### config.mk
export PLATFORM = sky130hd
export DESIGN_NAME = usb_txep_ctrl
export DESIGN_NICKNAME = d
export VERILOG_FILES = /design/src/rtl/usb_txep_pkg.sv /design/src/rtl/txep_rst_sync.sv /design/src/rtl/txep_ctrl_reg.sv /design/src/rtl/txep_pkt_track.sv /design/src/rtl/txep_dma_irq.sv /design/src/rtl/usb_txep_ctrl.sv
export SDC_FILE = /design/constraint.sdc
export NUM_CORES = 1
export LEC_CHECK = 0
export BUFFER_PORTS_ARGS = -buffer_cell sky130_fd_sc_hd__clkbuf_2
export CORE_MARGIN = 3
export CORE_UTILIZATION = 59
export CTS_BUF_LIST = sky130_fd_sc_hd__clkbuf_8 sky130_fd_sc_hd__clkbuf_16
export CTS_CLUSTER_SIZE = 25
export DETAILED_ROUTE_END_ITERATION = 8
export GPL_ROUTABILITY_DRIVEN = 0
export PLACE_DENSITY = 0.88
export SETUP_SLACK_MARGIN = 0.5
export SYNTH_ARGS = -nofsm -noshare
export SYNTH_HDL_FRONTEND = slang
export SYNTH_SLANG_ARGS = --single-unit
### constraint.sdc
create_clock -name clk -period 2.85 [get_ports clk]
set_input_delay 0.4275 -clock clk [delete_from_list [all_inputs] [get_ports clk]]
set_output_delay 0.4275 -clock clk [all_outputs]
set_load 0.05 [all_outputs]
### src/rtl/usb_txep_pkg.sv
package usb_txep_pkg;
  localparam int unsigned CSR_W = 8;
  localparam logic SEL_STAT = 1'b0;
  localparam logic SEL_CTRL = 1'b1;
  // control byte positions (software visible)
  localparam int unsigned C_AUTO  = 7;
  localparam int unsigned C_DIR   = 5;
  localparam int unsigned C_DMAEN = 4;
  localparam int unsigned C_FORCE = 3;
  localparam int unsigned C_MODE  = 2;
  // status byte positions
  localparam int unsigned S_RDY   = 0;
  localparam int unsigned S_TGL   = 1;

  typedef struct packed {
    logic autoarm;
    logic dir_tx;
    logic dma_en;
    logic dma_whole;
  } txep_ctrl_t;
endpackage

### src/rtl/txep_rst_sync.sv
module txep_rst_sync (
  input  logic clk,
  input  logic rst_n,
  output logic rst_sync_n
);
  logic [1:0] stage_q;

  always_ff @(posedge clk or negedge rst_n) begin
    if (!rst_n) stage_q <= 2'b00;
    else        stage_q <= {stage_q[0], 1'b1};
  end

  assign rst_sync_n = stage_q[1];
endmodule

### src/rtl/txep_ctrl_reg.sv
module txep_ctrl_reg
  import usb_txep_pkg::*;
(
  input  logic             clk,
  input  logic             rst_n,
  input  logic             wr_ctrl,
  input  logic [CSR_W-1:0] wdata,
  output txep_ctrl_t       ctrl,
  output logic             force_tgl,
  output logic             fifo_flush
);
  txep_ctrl_t ctrl_q, ctrl_d;
  logic       flush_q, flush_d;

  assign force_tgl = wr_ctrl & wdata[C_FORCE];

  always_comb begin
    ctrl_d = ctrl_q;
    if (wr_ctrl) begin
      ctrl_d.autoarm   = wdata[C_AUTO];
      ctrl_d.dir_tx    = wdata[C_DIR];
      ctrl_d.dma_en    = wdata[C_DMAEN];
      ctrl_d.dma_whole = wdata[C_MODE];
    end
    flush_d = force_tgl;
  end

  always_ff @(posedge clk or negedge rst_n) begin
    if (!rst_n) begin
      ctrl_q  <= '0;
      flush_q <= 1'b0;
    end else begin
      if (wr_ctrl) ctrl_q <= ctrl_d;
      flush_q <= flush_d;
    end
  end

  assign ctrl       = ctrl_q;
  assign fifo_flush = flush_q;

  p_flush_pulse_r6: assert property (@(posedge clk) disable iff (!rst_n)
    force_tgl |=> fifo_flush);
  p_flush_only_forced_r6: assert property (@(posedge clk) disable iff (!rst_n)
    !force_tgl |=> !fifo_flush);
endmodule

### src/rtl/txep_pkt_track.sv
module txep_pkt_track #(
  parameter int unsigned CNT_W = 11
) (
  input  logic             clk,
  input  logic             rst_n,
  input  logic             fifo_wr,
  input  logic [CNT_W-1:0] max_pkt,
  input  logic             autoarm,
  input  logic             ack_in,
  input  logic             force_tgl,
  input  logic             wr_stat,
  input  logic             wdata_rdy,
  input  logic             wdata_tgl,
  input  logic             tgl_wr_en,
  output logic             pkt_rdy,
  output logic             data_tgl,
  output logic             pkt_fill
);
  localparam logic [CNT_W-1:0] CNT_MAX = '1;

  logic [CNT_W-1:0] cnt_q, cnt_d;
  logic [CNT_W:0]   cnt_inc;
  logic             rdy_q, rdy_d, tgl_q, tgl_d;
  logic             hit, ack_ok, clr, manual_set, auto_set, tgl_wr;
  logic             cnt_en, rdy_en, tgl_en;

  assign cnt_inc    = {1'b0, cnt_q} + {{CNT_W{1'b0}}, 1'b1};
  assign hit        = (cnt_inc == {1'b0, max_pkt});
  assign pkt_fill   = fifo_wr & hit;
  assign ack_ok     = ack_in & rdy_q;
  assign clr        = force_tgl | ack_ok;
  assign manual_set = wr_stat & wdata_rdy;
  assign auto_set   = autoarm & pkt_fill;
  assign tgl_wr     = wr_stat & tgl_wr_en;

  assign cnt_en = clr | fifo_wr;
  assign rdy_en = clr | manual_set | auto_set;
  assign tgl_en = clr | tgl_wr;

  always_comb begin
    cnt_d = cnt_q;
    if (clr)                         cnt_d = '0;
    else if (fifo_wr && cnt_q != CNT_MAX) cnt_d = cnt_inc[CNT_W-1:0];

    rdy_d = rdy_q;
    if (clr)                         rdy_d = 1'b0;
    else if (manual_set || auto_set) rdy_d = 1'b1;

    tgl_d = tgl_q;
    if (tgl_wr)   tgl_d = wdata_tgl;
    else if (clr) tgl_d = ~tgl_q;
  end

  always_ff @(posedge clk or negedge rst_n) begin
    if (!rst_n) begin
      cnt_q <= '0;
      rdy_q <= 1'b0;
      tgl_q <= 1'b0;
    end else begin
      if (cnt_en) cnt_q <= cnt_d;
      if (rdy_en) rdy_q <= rdy_d;
      if (tgl_en) tgl_q <= tgl_d;
    end
  end

  assign pkt_rdy  = rdy_q;
  assign data_tgl = tgl_q;

  p_auto_arm_r3: assert property (@(posedge clk) disable iff (!rst_n)
    auto_set && !clr |=> pkt_rdy);
  p_short_no_arm_r4: assert property (@(posedge clk) disable iff (!rst_n)
    fifo_wr && !hit && !pkt_rdy && !manual_set |=> !pkt_rdy);
  p_ack_flips_r5: assert property (@(posedge clk) disable iff (!rst_n)
    ack_in && pkt_rdy && !tgl_wr |=> data_tgl != $past(data_tgl));
  p_ack_idle_r5: assert property (@(posedge clk) disable iff (!rst_n)
    ack_in && !pkt_rdy && !force_tgl && !tgl_wr |=> $stable(data_tgl));
  p_tgl_guard_r7: assert property (@(posedge clk) disable iff (!rst_n)
    wr_stat && !tgl_wr_en && !clr |=> $stable(data_tgl));
  p_clear_wins_r12: assert property (@(posedge clk) disable iff (!rst_n)
    clr |=> !pkt_rdy && cnt_q == '0);
endmodule

### src/rtl/txep_dma_irq.sv
module txep_dma_irq #(
  parameter int unsigned XFER_W = 16
) (
  input  logic              clk,
  input  logic              rst_n,
  input  logic              dma_en,
  input  logic              dma_whole,
  input  logic              pkt_rdy,
  input  logic              fifo_wr,
  input  logic              pkt_fill,
  input  logic [XFER_W-1:0] xfer_len,
  output logic              dma_req,
  output logic              irq
);
  localparam logic [XFER_W-1:0] XCNT_MAX = '1;

  logic [XFER_W-1:0] xcnt_q, xcnt_d;
  logic [XFER_W:0]   xinc;
  logic              xdone, pkt_evt, irq_q, irq_d, xcnt_en;

  assign xinc    = {1'b0, xcnt_q} + {{XFER_W{1'b0}}, 1'b1};
  assign xdone   = dma_en & fifo_wr & (xinc == {1'b0, xfer_len});
  assign pkt_evt = dma_en & pkt_fill;
  assign xcnt_en = !dma_en || fifo_wr;

  always_comb begin
    xcnt_d = xcnt_q;
    if (!dma_en || xdone)                xcnt_d = '0;
    else if (fifo_wr && xcnt_q != XCNT_MAX) xcnt_d = xinc[XFER_W-1:0];
    irq_d = dma_whole ? xdone : (xdone | pkt_evt);
  end

  always_ff @(posedge clk or negedge rst_n) begin
    if (!rst_n) begin
      xcnt_q <= '0;
      irq_q  <= 1'b0;
    end else begin
      if (xcnt_en) xcnt_q <= xcnt_d;
      irq_q <= irq_d;
    end
  end

  assign dma_req = dma_en & ~pkt_rdy;
  assign irq     = irq_q;

  p_req_gated_r8: assert property (@(posedge clk) disable iff (!rst_n)
    pkt_rdy |-> !dma_req);
  p_pkt_irq_r9: assert property (@(posedge clk) disable iff (!rst_n)
    !dma_whole && pkt_evt |=> irq);
  p_whole_quiet_r10: assert property (@(posedge clk) disable iff (!rst_n)
    dma_whole && !xdone |=> !irq);
  p_xfer_restart_r10: assert property (@(posedge clk) disable iff (!rst_n)
    xdone |=> xcnt_q == '0);
endmodule

### src/rtl/usb_txep_ctrl.sv
module usb_txep_ctrl
  import usb_txep_pkg::*;
#(
  parameter int unsigned MAXP_W = 11,
  parameter int unsigned XFER_W = 16
) (
  input  logic              clk,
  input  logic              rst_n,
  input  logic              csr_wr,
  input  logic              csr_addr,
  input  logic [7:0]        csr_wdata,
  input  logic              tgl_wr_en,
  output logic [7:0]        csr_rdata,
  input  logic              fifo_wr,
  input  logic [MAXP_W-1:0] max_pkt,
  input  logic [XFER_W-1:0] xfer_len,
  input  logic              ack_in,
  input  logic              shared_fifo,
  output logic              pkt_rdy,
  output logic              data_tgl,
  output logic              fifo_flush,
  output logic              dma_req,
  output logic              irq,
  output logic              ep_is_tx
);
  logic       rst_i_n, wr_ctrl, wr_stat, force_tgl, pkt_fill;
  txep_ctrl_t ctrl;

  assign wr_ctrl = csr_wr & (csr_addr == SEL_CTRL);
  assign wr_stat = csr_wr & (csr_addr == SEL_STAT);

  txep_rst_sync u_rst (
    .clk        (clk),
    .rst_n      (rst_n),
    .rst_sync_n (rst_i_n)
  );

  txep_ctrl_reg u_ctrl (
    .clk        (clk),
    .rst_n      (rst_i_n),
    .wr_ctrl    (wr_ctrl),
    .wdata      (csr_wdata),
    .ctrl       (ctrl),
    .force_tgl  (force_tgl),
    .fifo_flush (fifo_flush)
  );

  txep_pkt_track #(.CNT_W(MAXP_W)) u_pkt (
    .clk       (clk),
    .rst_n     (rst_i_n),
    .fifo_wr   (fifo_wr),
    .max_pkt   (max_pkt),
    .autoarm   (ctrl.autoarm),
    .ack_in    (ack_in),
    .force_tgl (force_tgl),
    .wr_stat   (wr_stat),
    .wdata_rdy (csr_wdata[S_RDY]),
    .wdata_tgl (csr_wdata[S_TGL]),
    .tgl_wr_en (tgl_wr_en),
    .pkt_rdy   (pkt_rdy),
    .data_tgl  (data_tgl),
    .pkt_fill  (pkt_fill)
  );

  txep_dma_irq #(.XFER_W(XFER_W)) u_dma (
    .clk       (clk),
    .rst_n     (rst_i_n),
    .dma_en    (ctrl.dma_en),
    .dma_whole (ctrl.dma_whole),
    .pkt_rdy   (pkt_rdy),
    .fifo_wr   (fifo_wr),
    .pkt_fill  (pkt_fill),
    .xfer_len  (xfer_len),
    .dma_req   (dma_req),
    .irq       (irq)
  );

  always_comb begin
    csr_rdata = '0;
    if (csr_addr == SEL_CTRL) begin
      csr_rdata[C_AUTO]  = ctrl.autoarm;
      csr_rdata[C_DIR]   = ctrl.dir_tx;
      csr_rdata[C_DMAEN] = ctrl.dma_en;
      csr_rdata[C_MODE]  = ctrl.dma_whole;
    end else begin
      csr_rdata[S_RDY]   = pkt_rdy;
      csr_rdata[S_TGL]   = data_tgl;
    end
  end

  assign ep_is_tx = shared_fifo ? ctrl.dir_tx : 1'b1;

  p_dir_unshared_r11: assert property (@(posedge clk) disable iff (!rst_i_n)
    !shared_fifo |-> ep_is_tx);
endmodule

==> results.md, run 1 <==
- Wire per inst: 17.7 um
- CP endpoint kind: flip-flop
- Detailed-route via count: 2975
- WHS: 0.274 ns
- Share of the yosys chip area belonging to registers: 0.321
- Clk root buf: clkbuf_8
- Largest net degree at the start of global routing: 36
- Non-Filler Instances: 464
- Leak pwr: 0.00150 uW
- DR iter-0 viols: 368
- Die area: 5760 um2
- Layout Nets: 444
- Worst-path cell with the longest stage delay: nor3_1
- DRT antenna net count: 0
- Placed cells: 451
- CTS tree: yes
- Synthesized area per cell: 8.30 um2
- Total chip power: 1640 uW
- Combinational power share: 0.335
- # rows: 24
- Post-synth top cells: 37 x dfrtp_1, 31 x xnor2_1, 28 x nor2_1, 27 x nand2_1, 17 x nand3_1
- Num CTS Buffers: 5
- Die Ht: 75.9 um
- Total grt overflow: 0
- Reg clk slew, reported paths: 0.07 ns
- ANT cells: 0
- Max cap viols: 0
- RSZ-0062 raised after global routing: yes
- Vias in the first global route: 2386
- Core Area: 4530 um2
- Yosys Warn Count: 0
- Cell taking the most area after synthesis: dfrtp_1
- Maximum VDD drop: 295 uV
- Crit path cell chain: ha_4, nand4_1, nor3_1, or3_1, and4_1, nand4_2, buf_6, a31oi_4, o22ai_1
- Clock tree buffer depth: 2
- Setup violators final: 0
- Htree depth: 2
- Drt drc: 0
- Internal power: 1060 uW
- Adder-cell share of the synthesized area: 0.00869
- Synthesized cell area: 2880 um2
- Clock Latency Late Sink: 0.30 ns
- Net Sw Frac: 0.356
- Final Max Slew Viols: 0
- Synth top area cells: dfrtp_1 32%, xnor2_1 9.4%, nor2_1 3.6%
- Reg-to-Reg End: u_dma.xcnt_q[13]
- CP Max Fanout: 6
- Part of the power in registers: 0.396
- Setup slack, reg-to-reg: 0.32 ns
- Crit-path max cell delay: 0.49 ns
- Critical Path AT: 2.70 ns
- Clock Sinks: 37
- Setup TNS: 0 ns
- Max Clock Skew: 0.00937 ns
- Main synth FF type: dfrtp_1
- Count leader, synth: dfrtp_1
- Worst setup path startpoint: u_dma.xcnt_q[1]
- Starting Density: 0.635
- Initial antenna violation count: 0
- F_max: 396 MHz
- Die X: 75.9 um
- Status: finished clean
- All-Layer GR Usage: 0.258
- Sequential cell area: 935 um2
- Compound-Gate Fraction of Synth Area: 0.141
- Worst hold path type: reg -> async
- Area occupied by multi-input gates: 1980 um2
- Hold Fails Final Rpt: 0
- Async set or reset register ratio after synthesis: 1.00
- Psw: 585 uW
- Fin crit share: 0.887
- Synth cell types: 53
- Via density: 6.41
- Share of cells above drive strength 1: 0.313
- Synth-to-layout area growth: 23.8%
- WS Path Type: reg -> reg
- Initial DRT Pass Iterations: 5
- Routed wire length: 8190 um
- EDFF count, synth: 0
- Seq cells post-synth: 37
- Cells on worst reg2reg path: 9
- Synth top area share: 0.321
- CP required: 3.02 ns
- Simple-gate share of the synthesized area: 0.300
- Post-Synthesis Cells: 347
- Power density cells: 461 nW/um2
- Global-route wire length before repair: 11300 um
- I/O pin total: 57
- Startpoint type of the worst setup path: flip-flop
- Minimum clock period: 2.53 ns
- Clock power frac: 0.269
- Post-Synth XOR/XNOR Area: 0.131
- Filler cells: 280
- Main combinational cell family by area after synthesis: simple AND/OR/NAND/NOR gates
- Detailed placer's ending HPWL: 5280 um
- Multiplexer area fraction after synthesis: 0.0278
- IO Port Bufs: 53
- Reg2reg start: u_dma.xcnt_q[1]
## routing by layer
layer  GRT usage  wire, um  up-vias
li1            -         -     1349
met1       0.360      3260     1390
met2       0.412      3960      201
met3      0.0475       735       35
met4      0.0699       236        0
met5           0         0        -
## registers in the layout, summed over array words and instances (netlist names)
register and cells:
u_ctrl.ctrl 4, u_dma.xcnt_q 16, u_pkt.cnt_q 11, u_dma.irq 1, u_ctrl.fifo_flush 1, u_pkt.data_tgl 1, u_pkt.pkt_rdy 1, u_rst.stage_q 2
## how the worst max path moves through the flow
stage / end / slack (ns) / cells after the start
final: u_dma.xcnt_q[13] / 0.32 / 9
after global routing: u_dma.xcnt_q[7] / 0.29 / 9
after CTS: u_dma.xcnt_q[14] / 0.49 / 9
after detailed placement: u_dma.xcnt_q[6] / 0.24 / 10
after global placement: u_dma.xcnt_q[8] / 0.25 / 10
after floorplan: u_dma.xcnt_q[12] / 0.50 / 11
## logic make-up (layout without fill, tap and decap cells)
group	after synthesis	after routing
other	2	3
multiplexers	7	7
AND/OR/NAND/NOR	154	154
adder cells (fa/ha/maj)	2	2
buffers and inverters	41	92
AO/OA/AOI/OAI	61	61
flip-flops	37	37
XOR/XNOR	43	43
## through the flow
stage | area, um2 | util | worst slack, ns
global placement | 3170 | 0.699 | 0.252
global route | 3570 | 0.787 | 0.292
floorplan | 2880 | - | 0.504
finish | 3570 | 0.787 | 0.322
detailed placement | 3170 | 0.699 | 0.236
CTS | 3330 | 0.734 | 0.493
## cell type report
class / count / area share
well taps: 65 / 0.0228
clock inverters: 2 / 0.00982
multi-input cells: 270 / 0.556
clock buffers: 5 / 0.0193
flip-flops and latches: 37 / 0.262
repair buffers: 69 / 0.113
inverters: 16 / 0.0168
## power by group through the flow
stage / clock network (uW) / logic [uW] / registers [uW]
6_report: 442 / 550 / 651
5_1_grt: 470 / 593 / 659
4_1_cts: 448 / 499 / 648
2_1_floorplan: 0 / 329 / 677
3_5_place_dp: 0 / 486 / 651
3_3_place_gp: 0 / 471 / 648
## worst max-delay path, delay by kind of cell, from the launching register on
kind / cells / cell delay (ns)
AND/OR/NAND/NOR: 5 / 1.33
adder cells (fa/ha/maj): 1 / 0.19
flip-flops: 1 / 0.43
AO/OA/AOI/OAI: 2 / 0.26
buffers and inverters: 1 / 0.20
## repair_timing
item                                   CTS  global route
setup endpoints to repair               26            26
setup buffers                            0             5
endpoints found under the hold margin    2             0
resized for setup                       13            35
pin swaps                                0            14
hold buffers                             1             0
## cells in the final DEF (no fill, tap or decap), types with 9 or more instances in the layout
cell type / instances
clkbuf_2: 53
dfrtp_1: 30
nand3_1: 17
inv_1: 16
nand2_1: 25
buf_4: 11
nand4_1: 16
and3_1: 9
nor2_1: 27
xnor2_1: 29
xor2_1: 12
Power figures use the tool's default switching activity.
==> inputs of run 2 (changes only) <==
==> constraint.sdc (replaced) <==
create_clock -name clk -period 2.85 [get_ports clk]
set_input_delay 0.57 -clock clk [delete_from_list [all_inputs] [get_ports clk]]
set_output_delay 0.57 -clock clk [all_outputs]
set_load 0.05 [all_outputs]
==> results.md, run 2 (same netlist as run 1, synthesis figures left out) <==
- Levels on crit path: 10 (+1)
- Largest register FFs: 16 (unchanged)
- Initial DRT Pass Iterations: 6 (+1)
- Largest Register: u_dma.xcnt_q
- Largest net degree at the start of global routing: 36 (unchanged)
- Max cap viols: 0 (unchanged)
- # rows: 24 (unchanged)
- Delay-heaviest family, CP: simple AND/OR/NAND/NOR gates
- Placed cell areas: 3170 um2 (unchanged)
- CTS tree: yes
- Buf/Inv on CP: 2 (+1)
- CP required: 3.02 ns (about the same)
- Worst hold path type: in -> async
- Startpoint type of the worst setup path: flip-flop
- Crit-path max cell delay: 0.42 ns (-0.07 ns)
- Cells on worst reg2reg path: 10 (+1)
- Most frequent cells in the layout: 53 x clkbuf_2, 28 x xnor2_1, 28 x dfrtp_1, 27 x nor2_1, 25 x nand2_1
- Detailed placer's ending HPWL: 5200 um (-1.5%)
- Status: finished clean
- Maximum VDD drop: 479 uV (+62%)
- Leak pwr: 0.00155 uW (+3.4%)
- CTS Hold Buffers Added: 0 (-1)
- Layout Nets: 450 (+1.4%)
- Via density: 6.56 (+2.3%)
- Initial antenna violation count: 0 (unchanged)
- Reg-to-Reg End: u_dma.xcnt_q[6]
- CP endpoint kind: flip-flop
- Critical Path AT: 2.57 ns (-0.13 ns)
- Minimum clock period: 2.39 ns (-0.135 ns)
- Htree depth: 2 (unchanged)
- Power density cells: 496 nW/um2 (+7.7%)
- Final Max Slew Viols: 0 (unchanged)
- WHS: 0.0451 ns (-0.229 ns)
- Setup violators final: 0 (unchanged)
- Global-route wire length before repair: 11400 um (+1.3%)
- Die area: 5760 um2 (unchanged)
- F_max: 418 MHz (+5.6%)
- Routed wire length: 8580 um (+4.7%)
- Synth-to-layout area growth: 24.1%
- Hold Fails Final Rpt: 0 (unchanged)
- Setup slack, reg-to-reg: 0.46 ns (+0.13 ns)
- Final Util: 0.788 (+0.00166)
- WS Path Type: reg -> reg
- Wire per inst: 18.2 um (+3.2%)
- RSZ-0062 raised after global routing: yes
- Total grt overflow: 0 (unchanged)
- IO Port Bufs: 53 (unchanged)
- CP Max Fanout: 7 (+1)
- Clock Latency Late Sink: 0.30 ns (about the same)
- Vias in the first global route: 2481 (+4.0%)
- Drt drc: 0 (unchanged)
- Clock tree buffer depth: 2 (unchanged)
- All-Layer GR Usage: 0.259 (+0.00121)
- DRT antenna net count: 0 (unchanged)
- Filler cells: 279 (-0.36%)
- Share of cells above drive strength 1: 0.313 (-0.000475)
- Reg2reg start: u_dma.xcnt_q[1]
- Starting Density: 0.635 (unchanged)
- Num CTS Buffers: 5 (unchanged)
- Final non-filler cell area: 3570 um2 (+0.21%)
- Core Area: 4530 um2 (unchanged)
- Detailed-route via count: 3088 (+3.8%)
- Crit path cell chain: ha_4, and4_4, buf_6, nand4_1, xnor2_2, a211oi_2, nand4_2, buf_6, a31oi_2, o22ai_1
- Die X: 75.9 um (unchanged)
- Max Clock Skew: 0.00969 ns (+0.000328 ns)
- Reg clk slew, reported paths: 0.07 ns (about the same)
- Setup TNS: 0 ns (unchanged)
- Clk root buf: clkbuf_8
- Most used cell along the critical path: buf_6
- DR iter-0 viols: 423 (+15%)
- Clock Sinks: 37 (unchanged)
- I/O pin total: 57 (unchanged)
- Commonest non-fill, non-tap cell in the layout: clkbuf_2
- ANT cells: 0 (unchanged)
- Worst-path cell with the longest stage delay: dfrtp_2
- Die Ht: 75.9 um (unchanged)
- Fin crit share: 0.840 (-0.0473)
[run 2: cell count changes in the layout (fill, tap and decap cells not counted), moves of 4 or more]
cell     previous run  this run
a31oi_1             4         8
o22ai_2             4         0
a31oi_4             5         0
o22ai_1             5         9
buf_4              11        18
[run 2: worst max path at each step]
stage,from,endpoint,slack (ns)
finish,u_dma.xcnt_q[1],u_dma.xcnt_q[6],0.46
CTS,u_dma.xcnt_q[3],u_dma.xcnt_q[6],0.50
detailed placement,u_dma.xcnt_q[0],u_dma.xcnt_q[6],0.15
global placement,u_dma.xcnt_q[0],u_dma.xcnt_q[8],0.24
floorplan,u_dma.xcnt_q[0],u_dma.xcnt_q[12],0.50
global route,u_dma.xcnt_q[1],u_dma.xcnt_q[6],0.34
[run 2: where the power goes]
part | internal (uW) | leakage [uW] | switching (uW) | total, uW
logic | 233 | 0.000998 | 331 | 563
registers | 579 | 0.000480 | 67.5 | 647
clock network | 352 | 0.0000687 | 210 | 562
total | 1160 | 0.00155 | 608 | 1770
[run 2: area by class of cell]
cell class / instances / area (um2) / share of cell area
multi-input combinational: 270 / 1910 / 0.535
sequential: 37 / 937 / 0.262
clock inverter: 3 / 68.8 / 0.0193
clock buffer: 5 / 68.8 / 0.0193
inverter: 16 / 60.1 / 0.0168
timing repair buffer: 75 / 445 / 0.125
tap: 65 / 81.3 / 0.0228
[run 2: per-stage QoR]
| stage | cells | power, uW | setup slack (ns) |
|---|---|---|---|
| floorplan | 348 | 1010 | 0.504 |
| global placement | 451 | 1120 | 0.237 |
| detailed placement | 451 | 1140 | 0.155 |
| CTS | 459 | 1720 | 0.500 |
| global route | 471 | 1850 | 0.341 |
| finish | 471 | 1770 | 0.457 |
[run 2: timing repair]
| action | CTS | global route |
|---|---|---|
| pin swaps | 0 | 18 |
| gates resized for setup | 12 | 31 |
| setup buffers | 0 | 12 |
| endpoints found under the setup margin | 25 | 25 |
[run 2: metal layers]
layer	vias to the layer above	routed length, um	GRT usage
li1	1359	-	-
met1	1402	3380	0.363
met2	262	3760	0.399
met3	65	988	0.0620
met4	0	449	0.0738
met5	-	0	0
==> inputs of run 3 (changes only) <==
--- a/config.mk
+++ b/config.mk
@@ -7,12 +7,12 @@
 export LEC_CHECK = 0
 export BUFFER_PORTS_ARGS = -buffer_cell sky130_fd_sc_hd__clkbuf_2
 export CORE_MARGIN = 3
-export CORE_UTILIZATION = 59
+export CORE_UTILIZATION = 56
 export CTS_BUF_LIST = sky130_fd_sc_hd__clkbuf_8 sky130_fd_sc_hd__clkbuf_16
 export CTS_CLUSTER_SIZE = 25
 export DETAILED_ROUTE_END_ITERATION = 8
 export GPL_ROUTABILITY_DRIVEN = 0
-export PLACE_DENSITY = 0.88
+export PLACE_DENSITY = 0.84
 export SETUP_SLACK_MARGIN = 0.5
 export SYNTH_ARGS = -nofsm -noshare
 export SYNTH_HDL_FRONTEND = slang
==> constraint.sdc (replaced) <==
create_clock -name clk -period 2.3 [get_ports clk]
set_input_delay 0.46 -clock clk [delete_from_list [all_inputs] [get_ports clk]]
set_output_delay 0.46 -clock clk [all_outputs]
set_load 0.05 [all_outputs]
==> results.md, run 3 (same netlist as run 1, synthesis figures left out) <==
- Status: complete, but fails checks
- Failing checks: setup timing
- Hold Fails Final Rpt: 0 (unchanged)
- CP endpoint kind: flip-flop
- CP Max Fanout: 4 (-3)
- Most frequent cells in the layout: 51 x clkbuf_2, 47 x buf_4, 31 x dfrtp_1, 26 x xnor2_1, 24 x nor2_1
- GR Layer Usage met3: 0.0893 (+0.0273)
- Die area: 6040 um2 (+4.9%)
- Reg clk slew, reported paths: 0.08 ns (about the same)
- ANT cells: 0 (unchanged)
- Worst slew margin: 0.562
- Startpoint type of the worst setup path: flip-flop
- # rows: 25 (+4.2%)
- Buf/Inv on CP: 3 (+1)
- Crit-path max cell delay: 0.39 ns (-0.03 ns)
- DRT antenna net count: 0 (unchanged)
- Area occupied by multi-input gates: 2190 um2 (+15%)
- Starting Density: 0.594 (-0.0411)
- Global-route wire length before repair: 15100 um (+32%)
- Clock Latency Late Sink: 0.31 ns (about the same)
- Largest register FFs: 16 (unchanged)
- Total grt overflow: 0 (unchanged)
- I/O pin total: 57 (unchanged)
- Worst hold path type: reg -> async
- Total chip power: 2310 uW (+30%)
- Filler cells: 233 (-16%)
- Largest net degree at the start of global routing: 22 (-39%)
- Max cap viols: 0 (unchanged)
- Layout Nets: 484 (+7.6%)
- Setup violators final: 17 (+17)
- DR iter-0 viols: 535 (+26%)
- Via density: 6.88 (+4.9%)
- Num CTS Buffers: 5 (unchanged)
- Core Area: 4850 um2 (+6.9%)
- Share of cells above drive strength 1: 0.427 (+0.114)
- CP required: 2.48 ns (-0.54 ns)
- All-Layer GR Usage: 0.314 (+0.0552)
- Worst Tran Pin Value: 0.658 ns
- Wire per inst: 22.1 um (+21%)
- Htree depth: 2 (unchanged)
- Detailed placer's ending HPWL: 5680 um (+9.3%)
- Pre-CTS WS: -0.215 ns (-0.370 ns)
- Fin crit share: 1.10 (+0.263)
- Die Ht: 77.7 um (+2.4%)
- Detailed-route via count: 3487 (+13%)
- IO Port Bufs: 53 (unchanged)
- Die X: 77.7 um (+2.4%)
- Initial DRT Pass Iterations: 8 (+2)
- Max Clock Skew: 0.0136 ns (+0.00394 ns)
- Power density cells: 560 nW/um2 (+13%)
- Commonest non-fill, non-tap cell in the layout: clkbuf_2
- Critical Path AT: 2.71 ns (+0.14 ns)
- Routed wire length: 11200 um (+31%)
- Final Max Slew Viols: 0 (unchanged)
- M2 GR Usage: 0.509 (+0.109)
- F_max: 394 MHz (-5.6%)
- Levels on crit path: 11 (+1)
- Worst-path cell with the longest stage delay: dfrtp_1
- Final Util: 0.851 (+0.0622)
- Minimum clock period: 2.54 ns (+0.143 ns)
- Leak pwr: 0.00179 uW (+16%)
- Met1 usage: 0.389 (+0.0261)
- Clock Sinks: 37 (unchanged)
- Delay-heaviest family, CP: simple AND/OR/NAND/NOR gates
- CTS tree: yes
- Maximum VDD drop: 513 uV (+7.2%)
- Clock tree buffer depth: 2 (unchanged)
- Layer with the highest usage: met2
- Sequential cell area: 933 um2 (-0.40%)
- Largest Register: u_dma.xcnt_q
- Clk root buf: clkbuf_8
- Cells on worst reg2reg path: 11 (+1)
- Vias in the first global route: 3107 (+25%)
- RSZ-0062 raised after global routing: yes
- Setup ws final: -0.236 ns (-0.693 ns)
- Crit path cell chain: ha_2, nand4_1, buf_4, a2111oi_4, nor4_4, nor4_4, nand4_4, buf_4, buf_6, nand4_1, o311ai_1
- Drt drc: 0 (unchanged)
- Synth-to-layout area growth: 43.2%
- Initial antenna violation count: 0 (unchanged)
- WS Path Type: reg -> reg
## run 3: changes by cell type in the layout (fill, tap and decap cells not counted), sizes merged
cell,previous run,this run
dlygate4sd3,0,1
clkbuf,58,59
bufinv,2,1
clkinvlp,0,1
inv,17,16
buf,22,55
## run 3: report_power, final
group          total (uW)  internal, uW  leakage, uW  switching, uW
Sequential            803           719     0.000485           84.0
Combinational         896           380      0.00125            516
Clock                 611           353    0.0000574            259
## run 3: final cells by class
| class | count | area share |
|---|---|---|
| clock buffers | 6 | 0.0200 |
| repair buffers | 109 | 0.178 |
| well taps | 67 | 0.0203 |
| clock inverters | 2 | 0.00910 |
| inverters | 16 | 0.0146 |
| flip-flops and latches | 37 | 0.226 |
| multi-input cells | 270 | 0.531 |
## run 3: through the flow
step           TNS [ns]  std cells  hold slack [ns]  cell area [um2]
2_1_floorplan         0        348            0.164             2950
3_3_place_gp     -0.350        476            0.248             3410
3_5_place_dp      -2.28        476            0.249             3410
4_1_cts          -0.479        499            0.286             3850
5_1_grt           -4.20        507            0.323             4120
6_report          -2.89        507            0.265             4120
## run 3: what timing repair did
action,in CTS,in global routing
resized for setup,40,42
hold buffers,1,0
setup endpoints to repair,28,30
gates cloned,0,0
pin swaps,19,19
buffers inserted,14,8
endpoints found under the hold margin,2,0
## run 3: worst paths after layout
kind                       slack, ns               end        startpoint
setup / recovery               -0.24   u_dma.xcnt_q[9]   u_dma.xcnt_q[1]
hold reg to reg                 0.27   u_pkt.cnt_q[10]  u_rst.stage_q[1]
max in group asynchronous       1.45    u_pkt.cnt_q[0]  u_rst.stage_q[1]
hold / removal                  0.27   u_pkt.cnt_q[10]  u_rst.stage_q[1]
min in group clk                0.35  u_rst.stage_q[1]  u_rst.stage_q[0]
setup reg to reg               -0.24   u_dma.xcnt_q[9]   u_dma.xcnt_q[1]
## run 3: metal layers
| metal | part of all wire | up-vias |
|---|---|---|
| li1 | - | 1427 |
| met1 | 0.35 | 1603 |
| met2 | 0.45 | 347 |
| met3 | 0.12 | 110 |
| met4 | 0.078 | 0 |
| met5 | 0 | - |
## run 3: worst reg2reg max path, stage by stage, from the launching register on
cell,delay [ns]
dfrtp_1,0.39
ha_2,0.22
nand4_1,0.18
buf_4,0.21
a2111oi_4,0.24
nor4_4,0.12
nor4_4,0.34
nand4_4,0.17
buf_4,0.18
buf_6,0.12
nand4_1,0.11
o311ai_1,0.12
